### config.mk
export PLATFORM = sky130hd
export DESIGN_NAME = conv_cal_seq
export DESIGN_NICKNAME = d
export VERILOG_FILES = /design/src/rtl/conv_cal_pkg.sv /design/src/rtl/cal_req_sync.sv /design/src/rtl/phase_decode.sv /design/src/rtl/conv_cal_seq.sv
export SDC_FILE = /design/constraint.sdc
export NUM_CORES = 1
export LEC_CHECK = 0
export BUFFER_PORTS_ARGS = -buffer_cell sky130_fd_sc_hd__buf_2
export CORE_MARGIN = 8
export CORE_UTILIZATION = 60
export CTS_CLUSTER_SIZE = 28
export DETAILED_ROUTE_END_ITERATION = 7
export GPL_TIMING_DRIVEN = 0
export HOLD_SLACK_MARGIN = 0.03
export MAX_ROUTING_LAYER = met4
export PLACE_DENSITY = 0.8
export SYNTH_ARGS = -nofsm -noshare
export SYNTH_HDL_FRONTEND = slang
export SYNTH_HIERARCHICAL = 1
export SYNTH_SLANG_ARGS = --single-unit
### constraint.sdc
create_clock -name clk_i -period 5.6 [get_ports clk_i]
set_input_delay 0.56 -clock clk_i [delete_from_list [all_inputs] [get_ports clk_i]]
set_output_delay 0.56 -clock clk_i [all_outputs]
set_load 0.02 [all_outputs]
### src/rtl/conv_cal_pkg.sv
package conv_cal_pkg;

    typedef enum logic [1:0] {
        ST_IDLE  = 2'd0,
        ST_CONV  = 2'd1,
        ST_CAL   = 2'd2,
        ST_RECOV = 2'd3
    } seq_state_e;

endpackage

### src/rtl/cal_req_sync.sv
module cal_req_sync #(
    parameter int SYNC_STAGES = 2
) (
    input  logic clk_i,
    input  logic rst_i,
    input  logic cal_n_i,
    output logic req_lvl_o,
    output logic req_fall_o
);
    localparam int SH_W = SYNC_STAGES + 1;

    logic [SH_W-1:0] sh_d;
    logic [SH_W-1:0] sh_q;

    always_comb begin
        sh_d = {sh_q[SH_W-2:0], cal_n_i};
    end

    always_ff @(posedge clk_i) begin
        if (rst_i) begin
            sh_q <= '1;
        end else begin
            sh_q <= sh_d;
        end
    end

    assign req_lvl_o  = ~sh_q[SYNC_STAGES-1];
    assign req_fall_o = ~sh_q[SYNC_STAGES-1] & sh_q[SYNC_STAGES];


    sync_latency_chk: assert property (@(posedge clk_i) disable iff (rst_i)
        (SYNC_STAGES == 2 && $fell(sh_q[1])) |-> $past(!cal_n_i, 2));

endmodule

### src/rtl/phase_decode.sv
module phase_decode
    import conv_cal_pkg::*;
#(
    parameter int HOLD_CYCLES  = 13,
    parameter int CONV_CYCLES  = 20,
    parameter int CAL_CYCLES   = 150000,
    parameter int RECOV_CYCLES = 17,
    parameter int CNT_W        = 18
) (
    input  seq_state_e        state_i,
    input  logic [CNT_W-1:0]  cnt_i,
    output logic              hold_o,
    output logic              cap_en_o,
    output logic              eoc_o,
    output logic              conv_done_o,
    output logic              cal_status_o,
    output logic              last_o
);
    localparam logic [CNT_W-1:0] HOLD_END  = CNT_W'(HOLD_CYCLES);
    localparam logic [CNT_W-1:0] CAP_IDX   = CNT_W'(HOLD_CYCLES - 1);
    localparam logic [CNT_W-1:0] CONV_LAST = CNT_W'(CONV_CYCLES - 1);
    localparam logic [CNT_W-1:0] CAL_LAST  = CNT_W'(CAL_CYCLES - 1);
    localparam logic [CNT_W-1:0] REC_LAST  = CNT_W'(RECOV_CYCLES - 1);

    logic in_conv;

    always_comb begin
        in_conv      = (state_i == ST_CONV);
        hold_o       = in_conv && (cnt_i < HOLD_END);
        cap_en_o     = in_conv && (cnt_i == CAP_IDX);
        eoc_o        = in_conv && (cnt_i == HOLD_END);
        conv_done_o  = in_conv && (cnt_i == CONV_LAST);
        cal_status_o = (state_i == ST_CAL);
        unique case (state_i)
            ST_CONV:  last_o = (cnt_i == CONV_LAST);
            ST_CAL:   last_o = (cnt_i == CAL_LAST);
            ST_RECOV: last_o = (cnt_i == REC_LAST);
            default:  last_o = 1'b0;
        endcase
    end

endmodule

### src/rtl/conv_cal_seq.sv
module conv_cal_seq
    import conv_cal_pkg::*;
#(
    parameter int HOLD_CYCLES  = 13,
    parameter int GAP_CYCLES   = 7,
    parameter int CAL_CYCLES   = 150000,
    parameter int RECOV_CYCLES = 17
) (
    input  logic clk_i,
    input  logic rst_i,
    input  logic start_i,
    input  logic cal_n_i,
    output logic hold_o,
    output logic cap_en_o,
    output logic eoc_o,
    output logic conv_done_o,
    output logic cal_status_o
);
    localparam int CONV_CYCLES = HOLD_CYCLES + GAP_CYCLES;
    localparam int LEN_A       = (CONV_CYCLES > RECOV_CYCLES) ? CONV_CYCLES : RECOV_CYCLES;
    localparam int LEN_MAX     = (CAL_CYCLES > LEN_A) ? CAL_CYCLES : LEN_A;
    localparam int CNT_W       = $clog2(LEN_MAX + 1);

    typedef struct packed {
        seq_state_e       st;
        logic [CNT_W-1:0] cnt;
        logic             pend;
    } seq_regs_t;

    seq_regs_t cur_q;
    seq_regs_t nxt_d;

    logic cal_lvl;
    logic cal_fall;
    logic cal_req;
    logic phase_last;
    logic dispatch;
    logic go_cal;

    cal_req_sync #(
        .SYNC_STAGES(2)
    ) u_sync (
        .clk_i     (clk_i),
        .rst_i     (rst_i),
        .cal_n_i   (cal_n_i),
        .req_lvl_o (cal_lvl),
        .req_fall_o(cal_fall)
    );

    phase_decode #(
        .HOLD_CYCLES (HOLD_CYCLES),
        .CONV_CYCLES (CONV_CYCLES),
        .CAL_CYCLES  (CAL_CYCLES),
        .RECOV_CYCLES(RECOV_CYCLES),
        .CNT_W       (CNT_W)
    ) u_dec (
        .state_i     (cur_q.st),
        .cnt_i       (cur_q.cnt),
        .hold_o      (hold_o),
        .cap_en_o    (cap_en_o),
        .eoc_o       (eoc_o),
        .conv_done_o (conv_done_o),
        .cal_status_o(cal_status_o),
        .last_o      (phase_last)
    );

    assign cal_req = cur_q.pend | cal_lvl;

    always_comb begin
        nxt_d    = cur_q;
        dispatch = 1'b0;
        go_cal   = 1'b0;

        unique case (cur_q.st)
            ST_IDLE: dispatch = 1'b1;
            ST_CONV, ST_RECOV: begin
                if (phase_last) dispatch = 1'b1;
                else            nxt_d.cnt = cur_q.cnt + 1'b1;
            end
            ST_CAL: begin
                if (phase_last) begin
                    if (cal_req) begin
                        go_cal = 1'b1;
                    end else begin
                        nxt_d.st  = ST_RECOV;
                        nxt_d.cnt = '0;
                    end
                end else begin
                    nxt_d.cnt = cur_q.cnt + 1'b1;
                end
            end
            default: dispatch = 1'b1;
        endcase

        // decision point: calibration always ahead of a conversion
        if (dispatch) begin
            nxt_d.cnt = '0;
            if (cal_req)      go_cal   = 1'b1;
            else if (start_i) nxt_d.st = ST_CONV;
            else              nxt_d.st = ST_IDLE;
        end

        if (go_cal) begin
            nxt_d.st   = ST_CAL;
            nxt_d.cnt  = '0;
            nxt_d.pend = 1'b0;
        end else if (cal_fall && cur_q.st != ST_CAL) begin
            nxt_d.pend = 1'b1;
        end
    end

    always_ff @(posedge clk_i) begin
        if (rst_i) begin
            cur_q.st   <= ST_IDLE;
            cur_q.cnt  <= '0;
            cur_q.pend <= 1'b0;
        end else begin
            cur_q <= nxt_d;
        end
    end


    hold_cal_excl_chk: assert property (@(posedge clk_i) disable iff (rst_i)
        !(hold_o && cal_status_o));


    eoc_after_hold_chk: assert property (@(posedge clk_i) disable iff (rst_i)
        eoc_o |-> ($past(hold_o) && !hold_o));


    cap_then_eoc_chk: assert property (@(posedge clk_i) disable iff (rst_i)
        cap_en_o |=> eoc_o);


    pulse_onehot_chk: assert property (@(posedge clk_i) disable iff (rst_i)
        $onehot0({cap_en_o, eoc_o, conv_done_o}));


    hold_rise_gap_chk: assert property (@(posedge clk_i) disable iff (rst_i)
        $rose(hold_o) |-> ($past(cur_q.st == ST_IDLE) || $past(phase_last)));


    cal_beats_start_chk: assert property (@(posedge clk_i) disable iff (rst_i)
        $rose(hold_o) |-> !$past(cal_req));


    cal_rise_req_chk: assert property (@(posedge clk_i) disable iff (rst_i)
        $rose(cal_status_o) |-> $past(cal_req));


    cal_pulse_ignored_chk: assert property (@(posedge clk_i) disable iff (rst_i)
        (cur_q.st == ST_CAL && !phase_last) |=> !cur_q.pend);

endmodule

### After elaboration in Yosys (flattened, before gate mapping)

Index checks and enable logic that the tools add are counted.

* flip-flop bits (word level): 24
* latch bits: 0
* bits in writable memories: 0
* ROM bits: 0
* input port bits: 4
* output and inout port bits: 5
* word-level logic and storage cells: 50
* memories kept: 0

* add/subtract/negate cells: 1
* $mul: 0
* divide/modulo/power cells: 0
* $lt $le $gt $ge: 1
* eq/ne operators: 11
* shift operators: 0
* muxes and demuxes: 18
* bitwise gates (word level): 3
* reduce and logical (&&, ||, !) cells: 11

Operator list (number)
* 2-to-1 mux 20 bit: 3
* == test 18 x 4 -> 1 bit (second input constant): 2
* == test 18 x 5 -> 1 bit (second input constant): 2
* 2-to-1 mux 18 bit: 2
* one-hot mux 18 bit (2 select lines): 1
* adder 18 x 1 -> 18 bit (second input constant): 1
* == test 18 bit (second input constant): 1
* less-than comparator 18 x 4 -> 1 bit (second input constant): 1
* 2-to-1 mux 1 bit: 7
* 2-to-1 mux 2 bit: 3
* logical AND 1 bit: 5
* == test 2 bit (second input constant): 2
* != test 2 bit (second input constant): 2
* OR reduction 2 bit: 2
* != test 3 bit (second input constant): 1
* one-hot mux 1 bit (3 select lines): 1
* AND reduction 3 bit: 1
* OR reduction 3 bit: 1
* == test 2 x 1 -> 1 bit (second input constant): 1
* logical NOT 2 bit: 1
* one-hot mux 1 bit (2 select lines): 1
* nonzero test 2 bit: 1
* AND 1 bit: 1
* NOT 1 bit: 1
* bitwise OR 1 bit: 1

### Logic depth before layout (Yosys ltp)

* word-level depth: 8
* mapped depth: 9
* mapped depth without buffers: 8

### Modules after synthesis

The synthesis kept the hierarchy.

Modules (own cells, without submodules)
* conv_cal_seq: times used 1, cells an instance 114, area an instance 950.9 um^2, seq. area each 420.4 um^2
* phase_decode: times used 1, cells an instance 29, area an instance 185.2 um^2, seq. area each 0.0 um^2
* cal_req_sync: times used 1, cells an instance 8, area an instance 88.8 um^2, seq. area each 60.1 um^2

### Worst setup path before layout

OpenSTA, ideal clock, no wires.

* kind: register to register
* start: register cur_q[20] in the netlist's numbering
* end: register cur_q[18] in the netlist's numbering
* library setup time: 0.070 ns
* arrival time: 2.392 ns
* required time: 5.530 ns
* path slack: 3.138 ns
* stages on the path, launching flop included: 9
* buffers on the path: 0
* clock period less this slack: 2.462 ns
* cell sequence: dfxtp_1 > and2_1 > nor4_1 > a41o_1 > a41o_1 > o31a_1 > or4_4 > or4_1 > a21oi_1

* longest elaborated chain between the ends: 7
* elaborated cells on any way between the ends: 19
* classes of those cells: 5 x eq/ne; 9 x mux; 5 x reduce/logical

RTL lines
* start: declaration: RTL line conv_cal_seq.sv:30 `seq_regs_t cur_q;`
* start signal: assignment: RTL line conv_cal_seq.sv:118 `cur_q <= nxt_d;`
* == test 2 bit or == test 2 x 1 -> 1 bit (tied branches): RTL line phase_decode.sv:34 `unique case (state_i)`
* one-hot mux 1 bit (3 select lines) (*): RTL line phase_decode.sv:34
* via phase_last: RTL line conv_cal_seq.sv:36 `logic phase_last;`
* 2-to-1 mux 1 bit: RTL line conv_cal_seq.sv:81 `if (phase_last) begin`
* 2-to-1 mux 1 bit: RTL line conv_cal_seq.sv:74 `unique case (cur_q.st)`
* 2-to-1 mux 1 bit: RTL line conv_cal_seq.sv:98 `if (cal_req) go_cal = 1'b1;`
* 2-to-1 mux 1 bit: RTL line conv_cal_seq.sv:96 `if (dispatch) begin`
* OR reduction 3 bit (no line)

Mark *: on every way through the listed nets, which the timed path passes. The rest lies on a longest branch.
A chain may end at the register's enable or synchronous reset.

### Final worst setup path

* start: register cur_q[5] in the netlist's numbering
* end: register cur_q[16] in the netlist's numbering

* longest elaborated chain between the ends: 7
* elaborated cells on any way between the ends: 18
* classes of those cells: 1 x add/sub; 5 x eq/ne; 10 x mux; 2 x reduce/logical

RTL lines
* == test 18 x 5 -> 1 bit (tied with other cells): RTL line phase_decode.sv:37 `ST_RECOV: last_o = (cnt_i == REC_LAST);`
* one-hot mux 1 bit (3 select lines) (*): RTL line phase_decode.sv:34
* via phase_last: RTL line conv_cal_seq.sv:36
* 2-to-1 mux 1 bit: RTL line conv_cal_seq.sv:81
* 2-to-1 mux 1 bit: RTL line conv_cal_seq.sv:74
* 2-to-1 mux 1 bit: RTL line conv_cal_seq.sv:98
* 2-to-1 mux 1 bit: RTL line conv_cal_seq.sv:96
* OR reduction 3 bit (no line)

Mark *: on every way through the listed nets, which the timed path passes. The rest lies on a longest branch. The select of a mux whose other input is x is not followed.

==> summary.md <==
| Metric | Value |
|---|---|
| Outcome | `finished clean` |
| DRC violations left | `0` |
| Worst Setup End Kind | `register` |
| Total Wirelength | `2620 µm` |
| Mapped Cells | `151` |
| CP max FO | `10` |
| Die width | `61.2 µm` |
| Num Clock Sinks | `24` |
| Die height | `61.2 µm` |
| GP Congestion | `0.852` |
| Max-cap violation count | `0` |
| Area Growth Syn to Fin | `7.87%` |
| Worst setup SP type | `register` |
| Cell variety after synth | `33` |
| Final HPWL DP | `1900 µm` |
| Number of setup buffers added after CTS | `0` |
| Maximum VDD drop | `192 µV` |
| Number of flops mapped to enable cells by yosys | `0` |
| Vias | `1143` |
| Total global routing overflow | `0` |
| Register bit total from synthesis | `24` |
| I/O Pins | `9` |
| Cell Area, Synth | `0.00122 mm²` |
| Worst slack at placement | `2.88 ns` |
| Post_cts resized | `0` |
| RSZ-0062 raised after global routing | `false` |
| Via density | `6.05` |
| Synth Area in Compound Gates | `14.2%` |
| Worst EP required | `5.83 ns` |
| Setup TNS | `0 ns` |
| Pint | `208 µW` |
| GRT Util Overall | `15.3%` |
| YS warnings | `6` |
| Multiplexer share of the synthesized area | `0%` |
| I/O Buffers | `8` |
| Clock skew | `0.00261 ns` |
| H-tree level count | `1` |
| Sequential power share | `64.8%` |
| Worst setup margin | `2.83 ns` |
| Largest family of logic cells by synthesized area | `simple AND/OR/NAND/NOR gates` |
| Critical path class | `reg -> reg` |
| Final-report hold violation count | `0` |
| Num rows | `16` |
| Worst path slowest cell | `or4_4` |
| Die area | `0.00374 mm²` |
| # placed instances | `186` |
| Post-Syn Nets | `156` |
| Simple-gate share of the synthesized area | `37.8%` |
| Final cycle utilization of the critical path | `49.5%` |
| Sw Share | `25.0%` |
| P_leak | `0.432 nW` |
| Sequential area share after synthesis | `39.2%` |
| Worst-Margin Slew | `0.610 ns` |
| Setup violators final | `0` |
| Top-count cell post-synth | `dfxtp_1` |
| Cts hold-fix bufs | `0` |
| Initial antenna violation count | `0` |
| CTS max path bufs | `2` |
| Synth top area share | `39.2%` |
| Hold Worst Slack | `0.424 ns` |
| Largest net degree at the start of global routing | `13` |
| Global-route wire length before repair | `4330 µm` |
| TritonCTS clock tree | `built` |
| Fmax | `361 MHz` |
| Initial core utilization | `63.1%` |
| Final ANT Viol Nets | `0` |
| Synth area leaders | `dfxtp_1 (39%), o21ai_0 (4.9%), nor2_1 (4.6%)` |
| Worst min-delay path category | `in -> reg` |
| Gate power share | `9.3%` |
| CTS Buf Count | `3` |
| Number of global-route vias before repair | `1050` |
| Post-Synth XOR/XNOR Area | `4.29%` |
| Core area | `0.00194 mm²` |
| First-pass DRT Iterations | `4` |
| Ordered list of cells on the worst path | `nand4b_1 -> nor4_1 -> a41o_1 -> a41o_1 -> o31a_1 -> or4_4 -> buf_6 -> or3_1 -> a21oi_1` |
| Max Slew Vio Count | `0` |
| Pwr dens | `210 mW/mm²` |
| FFs w/ async S/R, synth | `0%` |
| CP most frequent cell | `a41o_1` |
| Finished Layout Cells | `189` |
| List of most frequent post-synthesis cells | `dfxtp_1 (24), nor2_1 (15), o21ai_0 (12)` |
| Post-synthesis adder-cell area fraction | `1.02%` |
| Fin util | `68.0%` |
| Routed len/inst | `13.9 µm` |
| Ant. Diodes | `0` |
| Clock power share | `26.0%` |
| CP Data Arrival Time | `3.01 ns` |
| Tmin final | `2.77 ns` |
| Layout cells sized above 1 | `10.5%` |
| Final instance area | `0.00132 mm²` |
| Skew-Pair Late Insertion Delay | `0.30 ns` |
| Clock transition at path regs | `0.12 ns` |
| Most used DFF post-synth | `dfxtp_1` |
| Iteration-0 DRC Markers | `46` |
| Clk root buf | `clkbuf_4` |
| Post-DP Area | `0.00130 mm²` |
| Average size of a mapped cell | `8.11 µm²` |
| NetSw | `69.4 µW` |
| Pwr Total | `278 µW` |
| Worst slew margin | `59.2%` |
| Cell accounting for the most synthesized area | `dfxtp_1` |
| Max incr delay on CP | `0.55 ns` |
| Final nets | `169` |
[logic make-up after synthesis]
| family | Yosys count |
|---|---|
| DFF | 24 |
| adders and majority gates | 1 |
| buffers and inverters | 9 |
| and+or+nand+nor | 81 |
| xor gates and xnor gates | 6 |
| AOI/OAI and AO/OA | 30 |
[area by class of cell]
type / instances / area (µm²)
clock buffers: 3 / 22.5
plain buffers: 4 / 23.8
multi-input cells: 118 / 702
well taps: 27 / 33.8
flip-flops and latches: 24 / 480
inverters: 5 / 18.8
fillers: 180 / 621
repair buffers: 8 / 40.0
[placed cells by master, fill, tap and decap left out, types with 4 or more instances in the layout]
cell     count
nand2_1      9
nor3_1       7
dfxtp_1     24
inv_1        5
nand3_1      6
a21oi_1     11
or3_1        9
o21ai_0     12
nor2b_1      6
nor2_1      15
xnor2_1      6
nor4_1       4
nand4_1      8
buf_2        9
[layer usage]
metal  track usage, %  routed length, µm  up-vias
met4             5.98                 14        0
met5                -                  0        -
met3             2.51                 81        2
met1             16.8               1190      542
li1                 -                  -      573
met2             26.9               1340       26
[worst max-delay path: cells and delay by family (launching register included)]
family / cells / cell delay (ns)
buf+inv: 1 / 0.15
compound gates: 4 / 0.90
simple gates: 4 / 1.12
flops: 1 / 0.53
[worst paths after layout]
kind                                      from        endpoint  slack, ns  cells after the start
worst min register to register  u_sync/sh_q[0]  u_sync/sh_q[1]       0.44                      1
worst max register to register        cur_q[5]       cur_q[16]       2.83                      9
worst min-delay path                   cal_n_i  u_sync/sh_q[0]       0.42                      2
worst max-delay path                  cur_q[5]       cur_q[16]       2.83                      9
[flip-flops by register name, summed over array words and instances, names as in the netlist]
name         cells
cur_q           21
u_sync/sh_q      3
[power by group through the flow]
stage	Sequential (mW)	Clock [mW]	Combinational (mW)
3_5_place_dp	0.184	0	0.0253
4_1_cts	0.180	0.0745	0.0255
5_1_grt	0.181	0.0818	0.0288
6_report	0.180	0.0722	0.0257
2_1_floorplan	0.182	0	0.0180
3_3_place_gp	0.183	0	0.0243
Note: power is estimated with default switching activity, not from simulation.
